===== config.mk =====
export PLATFORM = sky130hd
export DESIGN_NAME = errlog_top
export DESIGN_NICKNAME = d
export VERILOG_FILES = /design/src/rtl/errlog_pkg.sv /design/src/rtl/errlog_router.sv /design/src/rtl/errlog_sticky.sv /design/src/rtl/errlog_snap.sv /design/src/rtl/errlog_top.sv
export SDC_FILE = /design/constraint.sdc
export NUM_CORES = 1
export LEC_CHECK = 0
export BUFFER_PORTS_ARGS = -buffer_cell sky130_fd_sc_hd__buf_2
export CAP_MARGIN = 20
export CORE_MARGIN = 8
export CORE_UTILIZATION = 48
export CTS_CLUSTER_SIZE = 12
export DETAILED_ROUTE_END_ITERATION = 8
export GPL_TIMING_DRIVEN = 0
export MAX_ROUTING_LAYER = met4
export PLACE_DENSITY_LB_ADDON = 0.2
export SLEW_MARGIN = 20
export SYNTH_ARGS = -nofsm -noshare
export SYNTH_HDL_FRONTEND = slang
export SYNTH_SLANG_ARGS = --single-unit

===== constraint.sdc =====
create_clock -name clk -period 2.2 [get_ports clk]
set_input_delay 0.11 -clock clk [delete_from_list [all_inputs] [get_ports clk]]
set_output_delay 0.11 -clock clk [all_outputs]
set_load 0.03 [all_outputs]

===== src/rtl/errlog_pkg.sv =====
package errlog_pkg;

  typedef enum logic [1:0] {
    SEL_FIRST = 2'd0,
    SEL_NEXT  = 2'd1,
    SEL_LOG   = 2'd2,
    SEL_NONE  = 2'd3
  } errlog_sel_e;

  // Isolates the least significant set bit of a vector.
  function automatic logic [31:0] lowest_onehot(input logic [31:0] v);
    return v & (~v + 32'd1);
  endfunction

  // Bit i set when port (base+i) belongs to cluster cl (0 below split, 1 at or above).
  function automatic logic [31:0] cluster_mask(input int base, input int nports,
                                               input int split, input int cl);
    logic [31:0] m;
    m = '0;
    for (int i = 0; i < nports; i++) begin
      if ((((base + i) >= split) ? 1 : 0) == cl) m[i] = 1'b1;
    end
    return m;
  endfunction

endpackage


===== src/rtl/errlog_router.sv =====
module errlog_router
  import errlog_pkg::*;
#(
  parameter int N     = 6,
  parameter int IDX_W = 3
) (
  input  logic [N-1:0]     err_strobe,
  input  logic             first_empty,
  output logic [N-1:0]     first_set,
  output logic [N-1:0]     next_set,
  output logic             first_capture,
  output logic [IDX_W-1:0] capture_idx
);

  logic [N-1:0] pick;

  assign pick          = N'(lowest_onehot(32'(err_strobe)));
  assign first_capture = first_empty && (err_strobe != '0);
  assign first_set     = first_capture ? pick : '0;
  assign next_set      = err_strobe & ~first_set;

  always_comb begin
    capture_idx = '0;
    for (int i = 0; i < N; i++) begin
      if (pick[i]) capture_idx = IDX_W'(i);
    end
  end

endmodule


===== src/rtl/errlog_sticky.sv =====
module errlog_sticky #(
  parameter int N = 6
) (
  input  logic         clk,
  input  logic         pwr_good,
  input  logic [N-1:0] set_vec,
  input  logic [N-1:0] clr_vec,
  output logic [N-1:0] q
);

  for (genvar i = 0; i < N; i++) begin : g_bit
    logic b;
    // set wins over clear so an event in the clearing cycle is kept
    always_ff @(posedge clk or negedge pwr_good) begin
      if (!pwr_good)       b <= 1'b0;
      else if (set_vec[i]) b <= 1'b1;
      else if (clr_vec[i]) b <= 1'b0;
    end
    assign q[i] = b;
  end

endmodule


===== src/rtl/errlog_snap.sv =====
module errlog_snap #(
  parameter int PORT_W = 3,
  parameter int TS_W   = 16
) (
  input  logic              clk,
  input  logic              warm_rst_n,
  input  logic              pwr_good,
  input  logic              capture,
  input  logic [PORT_W-1:0] capture_port,
  output logic              log_valid,
  output logic [PORT_W-1:0] log_port,
  output logic [TS_W-1:0]   log_time
);

  logic            ts_rst_n;
  logic [TS_W-1:0] ts;

  assign ts_rst_n = warm_rst_n & pwr_good;

  always_ff @(posedge clk or negedge ts_rst_n) begin
    if (!ts_rst_n) ts <= '0;
    else           ts <= ts + TS_W'(1);
  end

  always_ff @(posedge clk or negedge pwr_good) begin
    if (!pwr_good) begin
      log_valid <= 1'b0;
      log_port  <= '0;
      log_time  <= '0;
    end else if (capture) begin
      log_valid <= 1'b1;
      log_port  <= capture_port;
      log_time  <= ts;
    end
  end

endmodule


===== src/rtl/errlog_top.sv =====
module errlog_top
  import errlog_pkg::*;
#(
  parameter int NUM_PORTS     = 6,
  parameter int PORT_BASE     = 2,
  parameter int CLUSTER_SPLIT = 4,
  parameter int PORT_W        = 3,
  parameter int TS_W          = 16,
  parameter int DATA_W        = 32
) (
  input  logic                 clk,
  input  logic                 warm_rst_n,
  input  logic                 pwr_good,
  input  logic [NUM_PORTS-1:0] err_strobe,
  input  logic                 reg_wr,
  input  logic [1:0]           reg_sel,
  input  logic [PORT_W-1:0]    reg_port,
  input  logic [DATA_W-1:0]    reg_wdata,
  output logic [DATA_W-1:0]    reg_rdata,
  output logic [NUM_PORTS-1:0] first_vec,
  output logic [NUM_PORTS-1:0] next_vec,
  output logic                 log_valid,
  output logic [PORT_W-1:0]    log_port,
  output logic [TS_W-1:0]      log_time,
  output logic [1:0]           err_pin
);

  localparam int IDX_W = (NUM_PORTS > 1) ? $clog2(NUM_PORTS) : 1;
  localparam int NUM_CLUSTERS = 2;
  localparam logic [PORT_W-1:0] BASE_P = PORT_W'(PORT_BASE);
  localparam logic [PORT_W-1:0] LAST_P = PORT_W'(PORT_BASE + NUM_PORTS - 1);

  // named internal events, also watched by the checker
  logic [NUM_PORTS-1:0] first_set, next_set;
  logic [NUM_PORTS-1:0] clr_first, clr_next;
  logic [NUM_PORTS-1:0] port_onehot;
  logic                 first_capture;
  logic [IDX_W-1:0]     capture_idx;
  logic [PORT_W-1:0]    capture_port;
  logic                 port_ok;
  logic [IDX_W-1:0]     idx;
  logic                 wr_bit;
  logic                 unused_wdata;

  assign unused_wdata = ^reg_wdata[DATA_W-1:1];

  errlog_router #(.N(NUM_PORTS), .IDX_W(IDX_W)) u_router (
    .err_strobe    (err_strobe),
    .first_empty   (first_vec == '0),
    .first_set     (first_set),
    .next_set      (next_set),
    .first_capture (first_capture),
    .capture_idx   (capture_idx)
  );

  // register addressing and write-one-to-clear decode
  assign port_ok     = (reg_port >= BASE_P) && (reg_port <= LAST_P);
  assign idx         = IDX_W'(reg_port - BASE_P);
  assign port_onehot = NUM_PORTS'(1) << idx;
  assign wr_bit      = reg_wr && port_ok && reg_wdata[0];
  assign clr_first   = (wr_bit && (reg_sel == SEL_FIRST)) ? port_onehot : '0;
  assign clr_next    = (wr_bit && (reg_sel == SEL_NEXT))  ? port_onehot : '0;

  errlog_sticky #(.N(NUM_PORTS)) u_first (
    .clk      (clk),
    .pwr_good (pwr_good),
    .set_vec  (first_set),
    .clr_vec  (clr_first),
    .q        (first_vec)
  );

  errlog_sticky #(.N(NUM_PORTS)) u_next (
    .clk      (clk),
    .pwr_good (pwr_good),
    .set_vec  (next_set),
    .clr_vec  (clr_next),
    .q        (next_vec)
  );

  assign capture_port = BASE_P + PORT_W'(capture_idx);

  errlog_snap #(.PORT_W(PORT_W), .TS_W(TS_W)) u_snap (
    .clk          (clk),
    .warm_rst_n   (warm_rst_n),
    .pwr_good     (pwr_good),
    .capture      (first_capture),
    .capture_port (capture_port),
    .log_valid    (log_valid),
    .log_port     (log_port),
    .log_time     (log_time)
  );

  // cluster error levels
  for (genvar c = 0; c < NUM_CLUSTERS; c++) begin : g_pin
    localparam logic [NUM_PORTS-1:0] MASK =
      NUM_PORTS'(cluster_mask(PORT_BASE, NUM_PORTS, CLUSTER_SPLIT, c));
    assign err_pin[c] = |((first_vec | next_vec) & MASK);
  end

  // read mux
  always_comb begin
    reg_rdata = '0;
    case (errlog_sel_e'(reg_sel))
      SEL_FIRST: if (port_ok) reg_rdata[0] = first_vec[idx];
      SEL_NEXT:  if (port_ok) reg_rdata[0] = next_vec[idx];
      SEL_LOG: begin
        reg_rdata[TS_W-1:0]       = log_time;
        reg_rdata[TS_W +: PORT_W] = log_port;
        reg_rdata[TS_W + PORT_W]  = log_valid;
      end
      default: reg_rdata = '0;
    endcase
  end

endmodule


==> flow_summary.json, run 1 <==
{
  "finalWeightedCongestion": 0.867,
  "core_sq_um": 5410,
  "cp_data_arrival_time_ps": 1810,
  "synthToLayoutAreaGrowth_pct": 21.5,
  "synth-seq-area-share_pct": 45.6,
  "timing.final.crit_share_pct": 87.2,
  "synthCells": 238,
  "min_period_ps": 1920,
  "final-setup-viol-count": 0,
  "power.share.clock_pct": 18.4,
  "ys.flop_type": "dfrtp_1",
  "status": "completed",
  "dieArea_sq_um": 8120,
  "finalSetupTns_ps": 0,
  "startpoint": "reg_port[1]",
  "critPathTopFamily": "buffers and inverters",
  "rsz0062_at_grt": "false",
  "grt_pass1_vias": 1943,
  "relSlewSlack_pct": 51.3,
  "power_frac_comb_pct": 38.7,
  "yosysWarnings": 0,
  "cts_made_buffers": 5,
  "synth-edff-count": 0,
  "die_h_um": 90.1,
  "nFillCells": 520,
  "drt-pass1-iter-count": 4,
  "diodes": 0,
  "drc_errors": 0,
  "cts_root_buffer": "clkbuf_8",
  "worstSetupStartpointType": "input port",
  "critical_path_class": "in -> out",
  "p_seq_share_pct": 42.9,
  "switching_share_pct": 38.0,
  "drt_iter0_drc": 68,
  "io_buffers": 68,
  "synth_seq_cells": 48,
  "p_per_area_nw_per_um2": 831,
  "async_flop_share_pct": 100,
  "cts.path.max_buffers": 2,
  "routed_via_density": 4.87,
  "ioPinCount": 113,
  "nets": 376,
  "clk_latency_ps": 290,
  "slowest_stage": "ha_1",
  "grt_pass1_wl_mm": 9.87,
  "critPathMaxStageDelay_ps": 380,
  "worstPathRequired_ps": 2090,
  "slew_viol_final": 0,
  "power_switching_w": 0.00101,
  "hp-class": "in -> reg",
  "fp.dieW_um": 90.1,
  "antenna_found_initial": 0,
  "grt.overflow.total": 0,
  "placementRows": 27,
  "hpwl_mm": 4.62,
  "r2r-start": "u_first.g_bit[3].b",
  "path_cells": "buf_2, inv_1, ha_1, nor2b_1, a22oi_1, a21o_1, a211oi_1, buf_2",
  "cts.sinks": 48,
  "post-cts-setup-buffers": 0,
  "yosys-top-cells-area": "dfrtp_1 (46%), mux2_4 (8.5%), buf_4 (6.8%)",
  "whs_ps": 84.4,
  "wl_per_cell_um": 14.9,
  "yosysUniqueCellTypes": 48,
  "synth_top_area_share_pct": 45.6,
  "wl_mm": 5.91,
  "p_int_w": 0.00165,
  "ir_worst_vdd_mv": 0.470,
  "fmax_mhz": 521,
  "cp-end-kind": "output port",
  "drive_gt1_share_pct": 37.8,
  "maxCapViolations": 0,
  "crit_path_frequent_cell": "buf_2",
  "num_vias": 1934,
  "cts_max_level": 2,
  "cp_num_buf_inv": 3,
  "start_util_pct": 48.8,
  "path_clk_slew_ps": 80,
  "yosysMostFrequentCell": "dfrtp_1",
  "worstMarginPinSlew_ps": 731,
  "detail-route-antenna-nets": 0,
  "yosysTopAreaCell": "dfrtp_1",
  "cts_tree": "yes",
  "track_usage_pct": 15.1,
  "grt_max_degree": 34,
  "syn_area_per_cell_sq_um": 11.1,
  "power_leakage_nw": 1.60,
  "skew_ps": 4.55,
  "synth_commonest_cells": "dfrtp_1 (48), buf_4 (24), and2_1 (21)",
  "min-delay-start": "err_strobe[5]",
  "hold_violations": 0,
  "synthesis.area_sq_um": 2640,
  "path_max_fanout": 10
}
[worst reg2reg max path, stage by stage, from the launching register on]
cell and delay (ps):
dfrtp_1 450, nor4_4 440, nand2_1 230, or4_1 580, nand2_1 100
[layout make-up]
type	count	area, sq um	area share [%]
clock inverters	1	5.00	0.156
plain buffers	29	214	6.68
inverters	8	30.0	0.938
well taps	72	90.1	2.81
multi-input cells	163	1230	38.4
repair buffers	70	360	11.3
clock buffers	6	72.6	2.27
flip-flops and latches	48	1200	37.5
[through the flow]
step	std cells	worst slack (ps)	area [sq um]	utilization (%)	power, W
4_1_cts	398	4.24	3210	59.3	0.00270
3_3_place_gp	389	41.9	3110	57.5	0.00219
3_5_place_dp	389	2.36	3110	57.5	0.00220
5_1_grt	397	156	3200	59.2	0.00280
2_1_floorplan	249	69.4	2680	-	0.00191
6_report	397	281	3200	59.2	0.00266
[state kept, by name, indices dropped and copies added, names as in the netlist]
register	cells
u_snap.log_valid	1
u_first.g_bit.b	6
u_next.g_bit.b	6
u_snap.log_port	3
u_snap.ts	16
u_snap.log_time	16
[cell usage in the layout (no fill, tap or decap), types with 2 or more instances in the layout]
cell type | synthesis | routed
a21o_1 | 2 | 2
a21oi_1 | 3 | 3
a221oi_1 | 2 | 2
a22o_1 | 5 | 5
and2_1 | 21 | 21
and3_1 | 3 | 3
and4_1 | 2 | 2
buf_2 | 0 | 68
buf_4 | 24 | 24
buf_6 | 2 | 2
clkbuf_1 | 4 | 4
clkbuf_8 | 0 | 5
conb_1 | 1 | 12
dfrtp_1 | 48 | 48
dlygate4sd3_1 | 0 | 2
ha_1 | 4 | 4
inv_1 | 8 | 8
mux2_2 | 3 | 3
mux2_4 | 15 | 15
mux2i_1 | 2 | 2
nand2_1 | 19 | 19
nand2b_1 | 3 | 3
nand3_1 | 9 | 9
nand4_1 | 3 | 3
nor2_1 | 9 | 9
nor2b_1 | 3 | 3
nor3_1 | 2 | 2
nor4_1 | 2 | 2
o21a_1 | 2 | 2
o21ai_0 | 2 | 2
o2bb2ai_1 | 3 | 3
xnor2_1 | 11 | 11
xor2_1 | 3 | 3
[cell families after synthesis]
group,Yosys count,share of synthesized area [%]
buf+inv,38,9.40
mux,21,11.4
xor+xnor,14,4.65
flops,48,45.6
simple gates,84,18.2
other cells,1,0.142
compound gates,28,8.73
fa+ha+maj,4,1.90
[metal layers]
metal  GRT usage (%)  routed length [um]  vias up
met3            3.08                 225        9
li1                -                   -      959
met5               -                   0        -
met1            17.3                2570      911
met2            26.2                3050       55
met4            4.30                  65        0
[power by group through the flow]
stage / registers, W / logic, W / clock network (W)
3_3_place_gp: 0.00116 / 0.00103 / 0
3_5_place_dp: 0.00116 / 0.00104 / 0
6_report: 0.00114 / 0.00103 / 0.000489
5_1_grt: 0.00116 / 0.00110 / 0.000542
4_1_cts: 0.00114 / 0.00105 / 0.000510
2_1_floorplan: 0.00130 / 0.000617 / 0
[what timing repair did]
action / 4_1_cts / 5_1_grt
hold buffers: 2 / 0
gates resized for setup: 0 / 0
hold endpoints to repair: 48 / 0
setup endpoints to repair: 0 / 1
[path summary, 6_finish.rpt]
path                                 endpoint  slack [ps]  cells past startpoint
setup / recovery                 reg_rdata[0]         280                      8
setup reg to reg           u_first.g_bit[5].b         340                      4
hold / removal              u_next.g_bit[5].b          80                      2
min in group asynchronous  u_first.g_bit[4].b         410                      2
hold reg to reg                 u_snap.ts[15]         480                      1
max in group asynchronous        u_snap.ts[6]         650                      3
(Power assumes the default switching activity.)
==> inputs of run 2 (changes only) <==
Settings changed: CORE_UTILIZATION 48 to 49, SYNTH_HIERARCHICAL set to 1.
==> run 2 against run 1 <==
First-iteration DRC count decreased by 22%; total power is 3.3% higher; register-to-register slack worse by 210 ps; cell count grew 7.3%; sequential power is 5% lower; largest cell class unchanged.
==> flow_summary.json, run 2 <==
{
  "status": "completed",
  "diodes": 0,
  "finalSetupTns_ps": 0,
  "hpwl_mm": 4.65,
  "final-setup-viol-count": 0,
  "hp-class": "in -> reg",
  "power.share.clock_pct": 22.5,
  "grt_pass1_vias": 2101,
  "fmax_mhz": 484,
  "power_leakage_nw": 1.70,
  "cts_tree": "yes",
  "ir_worst_vdd_mv": 0.425,
  "skew_ps": 4.71,
  "num_vias": 2074,
  "synth_commonest_cells": "dfrtp_1 (48), buf_4 (24), and2_1 (22)",
  "track_usage_pct": 15.1,
  "start_util_pct": 50.6,
  "rsz0062_at_grt": "false",
  "async_flop_share_pct": 100,
  "synth_compound_area_share_pct": 7.00,
  "relSlewSlack_pct": 50.2,
  "finalWeightedCongestion": 0.804,
  "critical_path_class": "reg -> reg",
  "synth.area.mux_share_pct": 9.89,
  "grt_max_degree": 34,
  "io_buffers": 68,
  "synth_top_area_share_pct": 43.3,
  "drc_errors": 0,
  "synth_top_family_by_area": "simple AND/OR/NAND/NOR gates",
  "drive_gt1_share_pct": 40.7,
  "worstMarginPinSlew_ps": 747,
  "p_per_area_nw_per_um2": 805,
  "wl_mm": 6.06,
  "synthToLayoutAreaGrowth_pct": 23.1,
  "switching_share_pct": 36.2,
  "core_sq_um": 5470,
  "synth-edff-count": 0,
  "layout_commonest_cell": "buf_2",
  "cts_root_buffer": "clkbuf_8",
  "maxCapViolations": 0,
  "synth_fa_ha_area_share_pct": 1.81,
  "min_period_ps": 2070,
  "worstSetupStartpointType": "register",
  "fp.dieW_um": 91.2,
  "clk_latency_ps": 290,
  "synth-seq-area-share_pct": 43.3,
  "yosysWarnings": 6,
  "p_seq_share_pct": 39.4,
  "antenna_found_initial": 0,
  "cts.sinks": 48,
  "synthCells": 264,
  "cp-end-kind": "register",
  "yosysUniqueCellTypes": 45,
  "timing.final.crit_share_pct": 93.9,
  "path_max_fanout": 10,
  "drt_iter0_drc": 53,
  "nFillCells": 472,
  "grt_pass1_wl_mm": 10.1,
  "hold_violations": 0,
  "routed_via_density": 4.87,
  "nets": 404,
  "worstPathRequired_ps": 2380,
  "final_core_util_pct": 62.3,
  "power_frac_comb_pct": 38.1,
  "layout_common_cells": "buf_2 (70), dfrtp_1 (48), buf_4 (27)",
  "slew_viol_final": 0,
  "yosysMostFrequentCell": "dfrtp_1",
  "path_clk_slew_ps": 80,
  "synthesis.area_sq_um": 2770,
  "ys.flop_type": "dfrtp_1",
  "syn_area_per_cell_sq_um": 10.5,
  "wl_per_cell_um": 14.2,
  "ioPinCount": 113,
  "drt-pass1-iter-count": 4,
  "cts_made_buffers": 5,
  "grt.overflow.total": 0,
  "detail-route-antenna-nets": 0,
  "power_switching_w": 0.000995,
  "yosys.area_share.xor_xnor_pct": 4.74,
  "dieArea_sq_um": 8320,
  "cp_data_arrival_time_ps": 2250,
  "die_h_um": 91.2,
  "yosysTopAreaCell": "dfrtp_1",
  "synthSimpleGateAreaFrac_pct": 22.6,
  "placementRows": 27,
  "yosys-top-cells-area": "dfrtp_1 (43%), mux2_2 (7.7%), buf_4 (6.5%)",
  "reg_top3": "u_snap/log_time (16), u_snap/ts (16)",
  "cts_max_level": 2,
  "synth_seq_cells": 48,
  "cts.path.max_buffers": 2,
  "p_int_w": 0.00175
}
run 2: changes by cell type in the layout (fill, tap and decap cells not counted), moves of 5 or more:
| cell | change |
|---|---|
| mux2_2 | +16 |
| mux2_4 | -15 |
| inv_1 | +12 |
| nand2_1 | -12 |
| a21o_1 | +10 |
| nor2_1 | +9 |
| xor2_1 | +8 |
| xnor2_1 | -7 |
| a22o_1 | -5 |
| nor3_1 | +5 |
run 2: worst paths after layout:
| kind | depth (start not counted) | slack, ps | start | endpoint |
|---|---|---|---|---|
| worst min register to register | 1 | 470 | u_snap/ts[15] | u_snap/ts[15] |
| worst max register to register | 7 | 130 | u_first/g_bit[2].b | u_snap/log_time[2] |
| worst max-delay path | 7 | 130 | u_first/g_bit[2].b | u_snap/log_time[2] |
| worst min-delay path | 3 | 150 | err_strobe[5] | u_next/g_bit[5].b |
| max in group asynchronous | 3 | 600 | pwr_good | u_snap/ts[1] |
| min in group asynchronous | 2 | 440 | pwr_good | u_first/g_bit[2].b |
run 2: per-stage QoR:
step,area (sq um),std cells,power (W),worst slack [ps],hold slack [ps]
final,3410,426,0.00275,135,154
after global routing,3410,426,0.00289,17.7,148
after CTS,3400,426,0.00276,51.8,142
after detailed placement,3250,415,0.00210,-428,237
after global placement,3250,415,0.00208,-405,221
after floorplan,2820,275,0.00182,4.83,-186
run 2: cell families after synthesis:
group / count (synthesis)
xor+xnor: 15
mux: 25
compound gates: 24
fa+ha+maj: 4
simple gates: 96
flops: 48
other cells: 1
buf+inv: 51
run 2: timing repair:
item	CTS	global route
setup endpoints to repair	20	19
buffers inserted	1	0
endpoints found under the hold margin	48	0
hold buffers	2	0
gates resized for setup	5	3
run 2: critical path, stage by stage (launching register included):
cell,delay (ps)
dfrtp_1,390
buf_4,150
nor4_4,300
nor3b_4,260
inv_1,100
a21oi_1,170
buf_4,230
mux2_2,360
run 2: metal layers:
layer	up-vias	share of wire, %	global-route usage, %
met5	-	0	-
met4	0	2.1	5.46
met3	10	5.0	4.61
met2	48	50	25.5
met1	983	43	16.4
li1	1033	-	-
run 2: area by class of cell:
type	count	area [sq um]	area share, %
plain buffers	31	224	6.56
clock buffers	6	72.6	2.13
clock inverters	2	35.0	1.03
inverters	20	75.1	2.20
multi-input cells	176	1350	39.5
flip-flops and latches	48	1200	35.2
well taps	72	90.1	2.64
repair buffers	71	368	10.8
run 2: power groups by stage:
| stage | clock network [W] | registers [W] | logic [W] |
|---|---|---|---|
| 2_1_floorplan | 0 | 0.00125 | 0.000573 |
| 3_3_place_gp | 0 | 0.00110 | 0.000982 |
| 3_5_place_dp | 0 | 0.00110 | 0.000995 |
| 4_1_cts | 0.000638 | 0.00108 | 0.00104 |
| 5_1_grt | 0.000677 | 0.00110 | 0.00111 |
| 6_report | 0.000619 | 0.00108 | 0.00105 |
==> inputs of run 3 (changes only) <==
Settings changed: CELL_PAD_IN_SITES_DETAIL_PLACEMENT set to 0, CELL_PAD_IN_SITES_GLOBAL_PLACEMENT set to 1, CORE_UTILIZATION 49 to 36.
==> run 3 against run 2 <==
Register-to-register slack about the same; routed wire length increased by 6.3%; via count down 1.4%; maximum frequency increased by 0.16%; non-clock buffer count unchanged; global-route usage decreased by 2.4 points; core utilization fell by 17 points; largest power group unchanged; highest routed layer unchanged.
==> flow_summary.json, run 3 (same netlist as run 2, synthesis figures left out) <==
{
  "cts.sinks": 48,
  "routed_via_density": 4.49,
  "fmax_mhz": 485,
  "die_h_um": 104,
  "final_core_util_pct": 45.6,
  "nets": 404,
  "clk_latency_ps": 300,
  "reg_top3": "u_snap/log_time (16), u_snap/ts (16)",
  "min_period_ps": 2060,
  "grt_pass1_vias": 2125,
  "layout_common_cells": "buf_2 (70), dfrtp_1 (48), buf_4 (25)",
  "path_clk_slew_ps": 90,
  "detail-route-antenna-nets": 0,
  "relSlewSlack_pct": 47.1,
  "critical_path_class": "reg -> reg",
  "cts.path.max_buffers": 2,
  "drt-pass1-iter-count": 4,
  "wl_per_cell_um": 14.1,
  "timing.final.crit_share_pct": 93.7,
  "path_max_fanout": 10,
  "whs_ps": 152,
  "critPathMaxStageDelay_ps": 390,
  "cp_data_arrival_time_ps": 2240,
  "cts_root_buffer": "clkbuf_8",
  "drc_errors": 0,
  "finalWeightedCongestion": 0.760,
  "p_int_w": 0.00176,
  "diodes": 0,
  "final-setup-viol-count": 0,
  "grt.overflow.total": 0,
  "worstMarginPinSlew_ps": 794,
  "status": "completed",
  "ir_worst_vdd_mv": 0.369,
  "hold_violations": 0,
  "switching_share_pct": 37.0,
  "path_cells": "buf_4, nor4_4, nor3b_4, inv_1, a21oi_2, buf_6, mux2_2",
  "skew_ps": 12.5,
  "placementRows": 32,
  "io_buffers": 68,
  "worstSetupStartpointType": "register",
  "cts_max_level": 2,
  "num_vias": 2046,
  "grt_pass1_wl_mm": 11.1,
  "antenna_found_initial": 0,
  "critPathTopFamily": "simple AND/OR/NAND/NOR gates",
  "slowest_stage": "dfrtp_1",
  "layoutNonFillerInstCount": 456,
  "rsz0062_at_grt": "false",
  "ioPinCount": 113,
  "worstPathRequired_ps": 2380,
  "dieArea_sq_um": 10800,
  "drive_gt1_share_pct": 41.2,
  "hp-class": "in -> reg",
  "grt_max_degree": 34,
  "p_seq_share_pct": 38.5,
  "drt_iter0_drc": 63,
  "core_sq_um": 7610,
  "power.share.clock_pct": 23.5,
  "slew_viol_final": 0,
  "start_util_pct": 36.4,
  "wl_mm": 6.45,
  "power_leakage_nw": 1.70,
  "hpwl_mm": 4.95,
  "nFillCells": 777,
  "cts_made_buffers": 5,
  "power_switching_w": 0.00103,
  "power_frac_comb_pct": 37.9,
  "cp_num_buf_inv": 3,
  "synthToLayoutAreaGrowth_pct": 25.1,
  "cts_tree": "yes",
  "layout_commonest_cell": "buf_2",
  "maxCapViolations": 0,
  "dp_cells": 445,
  "fp.dieW_um": 104,
  "track_usage_pct": 12.7,
  "cp-end-kind": "register",
  "p_per_area_nw_per_um2": 806
}
## run 3: final timing paths
kind / from / end / slack (ps) / depth (start not counted)
min in group asynchronous: pwr_good / u_snap/log_time[1] / 420 / 2
hold reg to reg: u_snap/ts[15] / u_snap/ts[15] / 470 / 1
setup reg to reg: u_first/g_bit[2].b / u_snap/log_time[0] / 140 / 7
max in group asynchronous: pwr_good / u_snap/ts[15] / 560 / 3
setup / recovery: u_first/g_bit[2].b / u_snap/log_time[0] / 140 / 7
hold / removal: err_strobe[1] / u_next/g_bit[2].b / 150 / 3
## run 3: tightest hold or removal path, cell delays in order
cell	delay [ps]
buf_6	100
o21a_1	130
a21o_1	70
## run 3: what timing repair did
action	CTS	global route
cloned	0	0
endpoints found under the setup margin	20	19
buffers inserted	1	0
endpoints found under the hold margin	40	0
hold buffers	2	0
resized for setup	5	6
## run 3: power groups by stage
| stage | sequential [W] | combinational (W) | clock, W |
|---|---|---|---|
| after global placement | 0.00109 | 0.000999 | 0 |
| after floorplan | 0.00125 | 0.000573 | 0 |
| after detailed placement | 0.00110 | 0.00100 | 0 |
| after global routing | 0.00110 | 0.00114 | 0.000715 |
| final | 0.00108 | 0.00106 | 0.000658 |
| after CTS | 0.00108 | 0.00105 | 0.000678 |
## run 3: area by class of cell
cell class	instances	area (sq um)	area share (%)
Multi-Input combinational cell	176	1350	38.9
Sequential cell	48	1200	34.6
Timing Repair Buffer	71	368	10.6
Buffer	31	231	6.67
Tap cell	102	128	3.68
Inverter	20	75.1	2.16
Clock buffer	5	68.8	1.98
Clock inverter	3	46.3	1.33
## run 3: metrics by stage
stage	setup WS [ps]	power (W)	TNS [ps]	instance area, sq um
after global routing	25.7	0.00296	0	3470
after global placement	-470	0.00209	-6800	3290
after floorplan	4.83	0.00182	0	2820
final	138	0.00280	0	3470
after CTS	42.7	0.00280	0	3450
after detailed placement	-467	0.00210	-6590	3290
## run 3: layer usage
layer	up-vias	track usage (%)	share of wire, %
met4	0	2.17	0.36
li1	1025	-	-
met3	2	3.59	4.6
met2	42	21.4	49
met1	977	14.9	46
met5	-	-	0
